==> src/rtl/pdm_pkg.sv <==
package pdm_pkg;

   // number of bits the history must hold so that the longest window
   // (blk*(nmax+1) bits including the current one) can be evaluated
   function automatic int hist_bits(input int blk, input int nmax);
      return blk * (nmax + 1) - 1;
   endfunction

   // bits needed to hold a count from 0 to v
   function automatic int cnt_width(input int v);
      return $clog2(v + 1);
   endfunction

   function automatic int imax(input int a, input int b);
      return (a > b) ? a : b;
   endfunction

endpackage

==> src/rtl/pdm_history.sv <==
module pdm_history #(
   parameter int BLK  = 8,
   parameter int NMAX = 23,
   parameter int CW   = 8
) (
   input  logic                     clk,
   input  logic                     rst_n,
   input  logic                     shift_en,
   input  logic                     new_bit,
   output logic [NMAX-1:0][CW-1:0]  cnt_o
);
   import pdm_pkg::*;

   localparam int HIST = hist_bits(BLK, NMAX);

   if (BLK < 2) begin : g_bad_blk
      $error("pdm_history: BLK must be at least 2");
   end
   if (NMAX < 1) begin : g_bad_nmax
      $error("pdm_history: NMAX must be at least 1");
   end
   if (CW < cnt_width(HIST)) begin : g_bad_cw
      $error("pdm_history: CW too narrow for the longest window");
   end

   // index 0 is the most recent sent bit
   logic [HIST-1:0] hist_q;

   always_ff @(posedge clk or negedge rst_n) begin
      if (!rst_n) hist_q <= '1;
      else if (shift_en) hist_q <= {hist_q[HIST-2:0], new_bit};
   end

   // one running ones-count per window: holds the ones among the
   // PRIOR most recent sent bits (window length minus the current bit)
   for (genvar n = 0; n < NMAX; n++) begin : g_win
      localparam int PRIOR = BLK * (n + 2) - 1;
      logic [CW-1:0] c_q;

      always_ff @(posedge clk or negedge rst_n) begin
         if (!rst_n) c_q <= CW'(PRIOR);
         else if (shift_en) c_q <= c_q + CW'(new_bit) - CW'(hist_q[PRIOR-1]);
      end

      assign cnt_o[n] = c_q;

      // a window count can never exceed the bits it spans
      a_r4_count_bounded: assert property (@(posedge clk) disable iff (!rst_n)
         c_q <= CW'(PRIOR));
   end

endmodule

==> src/rtl/pdm_zero_run.sv <==
module pdm_zero_run #(
   parameter int ZSAT = 15,
   parameter int ZW   = 4
) (
   input  logic          clk,
   input  logic          rst_n,
   input  logic          shift_en,
   input  logic          new_bit,
   output logic [ZW-1:0] run_o
);
   import pdm_pkg::*;

   if (ZW < cnt_width(ZSAT)) begin : g_bad_zw
      $error("pdm_zero_run: ZW too narrow for ZSAT");
   end

   logic [ZW-1:0] run_q;

   always_ff @(posedge clk or negedge rst_n) begin
      if (!rst_n) run_q <= '0;
      else if (shift_en) begin
         if (new_bit) run_q <= '0;
         else if (run_q != ZW'(ZSAT)) run_q <= run_q + 1'b1;
      end
   end

   assign run_o = run_q;

   // the saturating run counter stays within its range
   a_r3_run_bounded: assert property (@(posedge clk) disable iff (!rst_n)
      run_q <= ZW'(ZSAT));

   // a sent one ends the run
   a_r3_run_cleared: assert property (@(posedge clk) disable iff (!rst_n)
      shift_en && new_bit |=> run_q == '0);

endmodule

==> src/rtl/pdm_decide.sv <==
module pdm_decide #(
   parameter int NMAX   = 23,
   parameter int CW     = 8,
   parameter int ZW     = 4,
   parameter int ZLIM   = 15,
   parameter int DSHORT = 8,
   parameter int DLONG  = 16
) (
   input  logic [NMAX-1:0][CW-1:0] cnt_i,
   input  logic [ZW-1:0]           run_i,
   input  logic                    bit_in,
   input  logic                    enf_en,
   output logic                    out_bit,
   output logic                    viol,
   output logic                    z_short,
   output logic                    z_long
);

   if (DSHORT < 1 || DLONG <= DSHORT) begin : g_bad_det
      $error("pdm_decide: need 1 <= DSHORT < DLONG");
   end

   // deficit if the current bit were zero / one, per window
   logic [NMAX-1:0] def_zero;
   logic [NMAX-1:0] def_one;

   for (genvar n = 0; n < NMAX; n++) begin : g_def
      assign def_zero[n] = {1'b0, cnt_i[n]} < (CW+1)'(n + 1);
      assign def_one[n]  = ({1'b0, cnt_i[n]} + (CW+1)'(1)) < (CW+1)'(n + 1);
   end

   logic run_bad;
   logic bad_if_zero;
   logic force_one;

   assign run_bad     = run_i >= ZW'(ZLIM);
   assign bad_if_zero = (|def_zero) | run_bad;
   assign force_one   = enf_en & ~bit_in & bad_if_zero;
   assign out_bit     = bit_in | force_one;
   assign viol        = out_bit ? (|def_one) : bad_if_zero;
   assign z_short     = ~out_bit & (run_i >= ZW'(DSHORT - 1));
   assign z_long      = ~out_bit & (run_i >= ZW'(DLONG - 1));

endmodule

==> src/rtl/pdm_density_guard.sv <==
module pdm_density_guard #(
   parameter int BLK_BITS   = 8,
   parameter int N_MAX      = 23,
   parameter int ZRUN_LIMIT = 15,
   parameter int DET_SHORT  = 8,
   parameter int DET_LONG   = 16
) (
   input  logic clk,
   input  logic rst_n,
   input  logic bit_vld,
   input  logic bit_in,
   input  logic enf_en,
   output logic bit_out,
   output logic dens_viol,
   output logic zero8_det,
   output logic zero16_det
);
   import pdm_pkg::*;

   localparam int HIST = hist_bits(BLK_BITS, N_MAX);
   localparam int CW   = cnt_width(HIST);
   localparam int ZSAT = imax(ZRUN_LIMIT, DET_LONG - 1);
   localparam int ZW   = cnt_width(ZSAT);

   if (ZRUN_LIMIT < 1) begin : g_bad_lim
      $error("pdm_density_guard: ZRUN_LIMIT must be at least 1");
   end

   logic [N_MAX-1:0][CW-1:0] win_cnt;
   logic [ZW-1:0]            zrun;
   logic                     d_out, d_viol, d_zs, d_zl;

   pdm_history #(.BLK(BLK_BITS), .NMAX(N_MAX), .CW(CW)) u_hist (
      .clk      (clk),
      .rst_n    (rst_n),
      .shift_en (bit_vld),
      .new_bit  (d_out),
      .cnt_o    (win_cnt)
   );

   pdm_zero_run #(.ZSAT(ZSAT), .ZW(ZW)) u_zrun (
      .clk      (clk),
      .rst_n    (rst_n),
      .shift_en (bit_vld),
      .new_bit  (d_out),
      .run_o    (zrun)
   );

   pdm_decide #(
      .NMAX(N_MAX), .CW(CW), .ZW(ZW), .ZLIM(ZRUN_LIMIT),
      .DSHORT(DET_SHORT), .DLONG(DET_LONG)
   ) u_dec (
      .cnt_i   (win_cnt),
      .run_i   (zrun),
      .bit_in  (bit_in),
      .enf_en  (enf_en),
      .out_bit (d_out),
      .viol    (d_viol),
      .z_short (d_zs),
      .z_long  (d_zl)
   );

   always_ff @(posedge clk or negedge rst_n) begin
      if (!rst_n) begin
         bit_out    <= 1'b0;
         dens_viol  <= 1'b0;
         zero8_det  <= 1'b0;
         zero16_det <= 1'b0;
      end else begin
         if (bit_vld) bit_out <= d_out;
         dens_viol  <= bit_vld & d_viol;
         zero8_det  <= bit_vld & d_zs;
         zero16_det <= bit_vld & d_zl;
      end
   end

   // assertion support: enforcement held and no breach since reset
   logic clean_q;
   always_ff @(posedge clk or negedge rst_n) begin
      if (!rst_n) clean_q <= 1'b1;
      else if (bit_vld && (!enf_en || d_viol)) clean_q <= 1'b0;
   end

   // monitoring only passes data through
   a_r2_pass_through: assert property (@(posedge clk) disable iff (!rst_n)
      bit_vld && !enf_en |=> bit_out == $past(bit_in));

   // an input one is never altered
   a_r5_one_kept: assert property (@(posedge clk) disable iff (!rst_n)
      bit_vld && bit_in |=> bit_out);

   // enforcement held since reset leaves no breach
   a_r5_enforced_clean: assert property (@(posedge clk) disable iff (!rst_n)
      clean_q && enf_en && bit_vld |=> !dens_viol);

   // the short zero flag only accompanies a zero bit
   a_r6_short_on_zero: assert property (@(posedge clk) disable iff (!rst_n)
      zero8_det |-> !bit_out);

   // a long zero run is also a short one
   a_r7_long_implies_short: assert property (@(posedge clk) disable iff (!rst_n)
      zero16_det |-> zero8_det);

   // no flag without a strobe, output held
   a_r8_idle_quiet: assert property (@(posedge clk) disable iff (!rst_n)
      !bit_vld |=> !dens_viol && !zero8_det && !zero16_det);

   a_r8_idle_hold: assert property (@(posedge clk) disable iff (!rst_n)
      !bit_vld |=> $stable(bit_out));

endmodule

==> config.mk <==
export PLATFORM = sky130hd
export DESIGN_NAME = pdm_density_guard
export DESIGN_NICKNAME = d
export VERILOG_FILES = /design/src/rtl/pdm_pkg.sv /design/src/rtl/pdm_history.sv /design/src/rtl/pdm_zero_run.sv /design/src/rtl/pdm_decide.sv /design/src/rtl/pdm_density_guard.sv
export SDC_FILE = /design/constraint.sdc
export NUM_CORES = 1
export LEC_CHECK = 0
export BUFFER_PORTS_ARGS = -buffer_cell sky130_fd_sc_hd__buf_2
export CAP_MARGIN = 10
export CORE_MARGIN = 2
export CORE_UTILIZATION = 50
export DETAILED_ROUTE_END_ITERATION = 8
export PLACE_DENSITY = 0.78
export SLEW_MARGIN = 10
export SYNTH_ARGS = -nofsm -noshare
export SYNTH_HDL_FRONTEND = slang
export SYNTH_SLANG_ARGS = --single-unit
==> constraint.sdc <==
create_clock -name clk -period 4.2 [get_ports clk]
set_clock_uncertainty 0.1 [all_clocks]
set_input_delay 0.42 -clock clk [delete_from_list [all_inputs] [get_ports clk]]
set_output_delay 0.42 -clock clk [all_outputs]
set_load 0.05 [all_outputs]
# Word-level counts from Yosys, hierarchy flattened
# Cells that the tools add are included.
# word_totals
elab_cells	166
reg_bits	383
output_inout_bits	4
inputBits	5
# classes
n_reduce_logical	4
magnitude_cmp	48
addsub	70
mux	3
n_eq_ne	1
bitwise_logic	11
# op_table
op	count
$add 8x1->9 const B	23
$add 8x1->8	23
$sub 8x1->8	23
$lt 9x4->1 const B	8
$lt 9x5->1 const B	8
$lt 8x4->1 const B	8
$lt 8x5->1 const B	8
$reduce_or 23->1	2
$lt 9x3->1 const B	4
$lt 8x3->1 const B	4
$lt 9x2->1 const B	2
$lt 8x2->1 const B	2
$lt 9x1->1 const B	1
$lt 8x1->1 const B	1
$mux 4	2
$and 1x1->1	7
$add 4x1->4 const B	1
$ge 4x3->1 const B	1
$ge 4x4->1 const B	1
$ne 4x4->1 const B	1
$not 1->1	2
$or 1x1->1	2
$reduce_and 2->1	1
$reduce_bool 2->1	1
$mux 1	1

# Logic depth before layout (Yosys ltp)
# logic_depth
depth_word	8
depth_mapped	18
mapped_depth_nobuf	18

# Modules after synthesis
# From an unflattened synthesis, not the netlist that was laid out.
# unflattened
cells_unflattened	2479
hier_area_um2	25021.5
# modules_own_cells
module	area_per_inst_um2	seq_area_each_um2	cells_per_inst	instances
pdm_history	22795.6	9774.4	2164	1
pdm_decide	1861.8	0.0	283	1
pdm_zero_run	226.5	100.1	24	1
pdm_density_guard	137.6	100.1	8	1

# Worst setup path before layout
# No wires, ideal clock.
# synth_timing
path_kind	flip-flop to flip-flop
start	reg u_hist.g_win[16].c_q[1]
end	reg u_hist.g_win[9].c_q[6]
arrival_ps	3704
setup_time_ps	75
path_stages_with_launch	18
setup_slack_ps	321
path_cell_list	dfstp_2 inv_1 ha_1 a21boi_0 o311ai_0 a311oi_1 nand4_1 o32ai_2 inv_1 ha_1 fa_1 a21o_1 a21oi_1 inv_1 a21oi_1 o21bai_1 xnor2_1 mux2i_1
# synth_via
elab_chain_cells	7
# synth_rtl
element	line	rtl
start: declaration	pdm_history.sv:38	logic [CW-1:0] c_q;
start signal: assignment	pdm_history.sv:41	if (!rst_n) c_q <= CW'(PRIOR);
start signal: assignment	pdm_history.sv:42	else if (shift_en) c_q <= c_q + CW'(new_bit) - CW'(hist_q[PRIOR-1]);
$lt 8x5->1	pdm_decide.sv:28	assign def_zero[n] = {1'b0, cnt_i[n]} < (CW+1)'(n + 1);
$reduce_or 23->1	pdm_decide.sv:37	assign bad_if_zero = (|def_zero) | run_bad;
$or 1x1->1	pdm_decide.sv:37	
$and 1x1->1	pdm_decide.sv:38	assign force_one = enf_en & ~bit_in & bad_if_zero;
$or 1x1->1	pdm_decide.sv:39	assign out_bit = bit_in | force_one;
named net d_out	pdm_density_guard.sv:31	logic d_out, d_viol, d_zs, d_zl;
$add 8x1->8	pdm_history.sv:42	
$sub 8x1->8	pdm_history.sv:42	
end signal: assignment	pdm_history.sv:41	
end signal: assignment	pdm_history.sv:42	
end: declaration	pdm_history.sv:38	
# The timed path passes the listed nets, and every way through them passes these cells.
# A chain may end at the register's enable or synchronous reset.

# Worst setup path in the final report
# layout_timing
start	reg u_hist.g_win[5].c_q[2]
end	reg u_hist.g_win[5].c_q[6]
# layout_via
elab_chain_cells	7
# layout_rtl
element	line
start: declaration	pdm_history.sv:38
start signal: assignment	pdm_history.sv:41
start signal: assignment	pdm_history.sv:42
$lt 8x3->1	pdm_decide.sv:28
$reduce_or 23->1	pdm_decide.sv:37
$or 1x1->1	pdm_decide.sv:37
$and 1x1->1	pdm_decide.sv:38
$or 1x1->1	pdm_decide.sv:39
named net d_out	pdm_density_guard.sv:31
$add 8x1->8	pdm_history.sv:42
$sub 8x1->8	pdm_history.sv:42
# The timed path passes the listed nets, and every way through them passes these cells.

==> results_dict.tcl <==
set metrics [dict create \
    crit_type "register to register" \
    cts_tree "done" \
    post-place-ws_ns 0.0449 \
    fin_setup_tns_ns 0 \
    via_count 18400 \
    drt-initial-drc-count 1098 \
    post_drt_wl_per_cell_um 15.3 \
    cts_sinks 383 \
    ant_nets 0 \
    cp_slowest_cell "dfstp_2" \
    yosys.area.top_type_share 0.308 \
    cp_max_fo 12 \
    reg2reg_from "u_hist.g_win[5].c_q[2]" \
    area_growth_pct 9.89 \
    yosysMostFrequentCell "ha_1" \
    routed_wl_mm 50.9 \
    register_area_sq_mm 0.00997 \
    seqPwrFrac 0.285 \
    path_cells "ha_1 > a21oi_1 > o211ai_1 > nand3b_1 > o32ai_2 > inv_2 > buf_12 > ha_1 > fa_1 > a21o_1 > a21oi_1 > nor2b_1 > nor2_1 > o21bai_1 > xnor2_1 > mux2i_1" \
    clkPwrFrac 0.170 \
    crit_required_ns 4.55 \
    synth_edf_count 0 \
    finalHoldViolations 0 \
    synth_commonest_cells "ha_1, dfstp_2, inv_1, mux2_2, a21oi_1" \
    ios 9 \
    cts_made_buffers 42 \
    die_y_um 235 \
    p_int_mw 14.0 \
    multi_input_area_sq_mm 0.0153 \
    min_path_type "input pin to register" \
    ys_top_cells_by_area "dfstp_2, ha_1, mux2_2" \
    die_area_sq_mm 0.0550 \
    gp_congestion 0.845 \
    switching_power_mw 10.1 \
    fp.dieW_um 235 \
    power.share.combinational 0.545 \
    setup.worst_path.start_class "register" \
    rows 84 \
    grt_usage 0.191 \
    endpoint_kind "register" \
    antenna_found_initial 0 \
    core_area_sq_mm 0.0526 \
    grt_pass1_wl_mm 88.1 \
    synth_cells 2582 \
    period_share 0.956 \
    port_buffers 8 \
    synth_area_sq_mm 0.0266 \
    cts.htree.levels 2 \
    vdd_ir_drop_max_mv 0.358 \
    synth_seq_cells 383 \
    hp-start "bit_vld" \
    worstSetupStartpoint "u_hist.g_win[5].c_q[2]" \
    drive_above_1_share 0.241 \
    diodes 0 \
    maxCapViolCount 0 \
    max_freq_mhz 249 \
    p_leak_nw 13.4 \
    viasPerCell 5.55 \
    clkTransAtPathRegs_ns 0.06 \
    grt_max_degree 112 \
    outcome "finished, final reports clean" \
    setup_ws_ns 0.185 \
    grt_setup_unrepaired "yes" \
    period_needed_ns 4.01 \
    async_flop_share 1.00 \
    synth_ff_type "dfstp_2" \
    nets 3039 \
    max_slew_margin 0.450 \
    clkLatencyLatePin_ns 0.57 \
    p_per_area_mw_per_mm2 826 \
    hpwl_mm 36.4 \
    setup_violations 0 \
    arrival_ns 4.36 \
    overflow 0 \
    initial_core_util 0.506 \
    cts_buffer_depth 3 \
    avgSynthCellArea_sq_um 10.3 \
    fill_cells 4239 \
    cts_root_buffer "clkbuf_16" \
    ys_seq_area_frac 0.375 \
    synth_cell_type_count 65 \
    synth_top_area_cell "dfstp_2" \
    cpPeakStageDelay_ns 0.59 \
    maxSlewViolCount 0 \
    drt_pass1_iterations 8 \
    switching_share 0.420 \
    drc 0 \
    yosys_warnings 0 \
    synth_nets 3025 \
    grt_pass1_vias 18800 \
    tightest_slew_ns 0.825 \
]
-- cells by family (layout without fill, tap and decap cells) --
family,Yosys count,after routing,share of synthesized area
simple gates,475,475,0.0878
mux,226,226,0.0942
flops,383,383,0.375
buf+inv,355,403,0.0502
xor+xnor,145,145,0.0478
compound gates,560,560,0.132
fa+ha+maj,438,438,0.213
-- worst max-delay path, delay by kind of cell, from the launching register on --
kind	cells	cell delay, ns
compound gates	6	1.42
xor+xnor	1	0.14
fa+ha+maj	3	0.85
buf+inv	2	0.28
flops	1	0.59
mux	1	0.08
simple gates	3	0.42
-- power groups by stage --
stage	combinational, mW	clock (mW)	sequential (mW)
4_1_cts	13.0	4.21	6.88
6_report	13.1	4.10	6.89
3_5_place_dp	12.9	0	6.92
2_1_floorplan	10.3	0	6.53
3_3_place_gp	12.1	0	6.81
5_1_grt	15.0	4.36	7.10
-- state kept, by name, indices dropped and copies added (netlist names) --
| register | count |
|---|---|
| bit_out | 1 |
| zero16_det | 1 |
| u_hist.hist_q | 191 |
| zero8_det | 1 |
| dens_viol | 1 |
| u_hist.g_win.c_q | 184 |
| u_zrun.run_o | 4 |
-- worst paths after layout --
kind | to | slack (ns) | depth (start not counted)
max | u_hist.g_win[5].c_q[6] | 0.19 | 16
min | u_hist.g_win[3].c_q[1] | 0.28 | 3
max reg2reg | u_hist.g_win[5].c_q[6] | 0.19 | 16
min reg2reg | u_zrun.run_o[0] | 0.43 | 1
max in group asynchronous | u_hist.hist_q[81] | 2.64 | 3
min in group asynchronous | u_zrun.run_o[0] | 0.39 | 2
-- repair_timing --
action,in CTS,in global routing
cloned,0,0
pin swaps,0,5
gates resized for setup,1,20
setup buffers,0,4
endpoints found under the setup margin,1,31
endpoints found under the hold margin,28,0
hold buffers,1,0
-- layer usage --
layer,part of all wire,GRT usage,vias to the layer above
met4,0.027,0.0615,0
met5,0,0,-
li1,-,-,9024
met2,0.49,0.332,248
met1,0.45,0.241,9033
met3,0.031,0.0316,94
-- through the flow --
stage	hold WS, ns	area [sq um]	power [mW]	instances	utilization
after floorplan	0.0244	26600	16.9	2582	-
after global placement	0.409	27600	18.9	3235	0.525
after detailed placement	0.424	27600	19.8	3235	0.525
after CTS	0.231	29100	24.1	3314	0.554
after global routing	0.273	29200	26.5	3318	0.556
final	0.279	29200	24.1	3318	0.556
-- area by class of cell --
type	count	area share
Multi-Input combinational cell	1844	0.525
Tap cell	688	0.0295
Timing Repair Buffer	37	0.0143
Sequential cell	383	0.341
Clock inverter	18	0.00934
Inverter	288	0.0370
Clock buffer	60	0.0436
-- cell usage in the layout, fill, tap and decap left out, types with 7 or more instances in the layout --
master     instances
o211ai_1          25
a41oi_1            8
o21ai_0          146
a311oi_1          26
a211oi_1          12
buf_4             17
or3_1             14
nor4b_1           22
o21a_1             8
xor2_1            49
nand4_1           31
nand2_1          144
inv_1            287
xnor2_1           96
ha_1             414
o21bai_1          38
nor3_1            22
buf_12            11
clkbuf_1           7
nand2b_1          20
a21o_1            65
nand3_1           61
dfrtp_1           71
nand3b_1          11
nor2_1           107
nor2b_1           20
a21oi_1          146
fa_1              21
clkinv_2           8
mux2_2           194
mux2i_1           32
a31oi_1           21
bufinv_16          7
clkbuf_8           7
dfstp_2          312
clkbuf_16         46
Power figures use the tool's default switching activity.
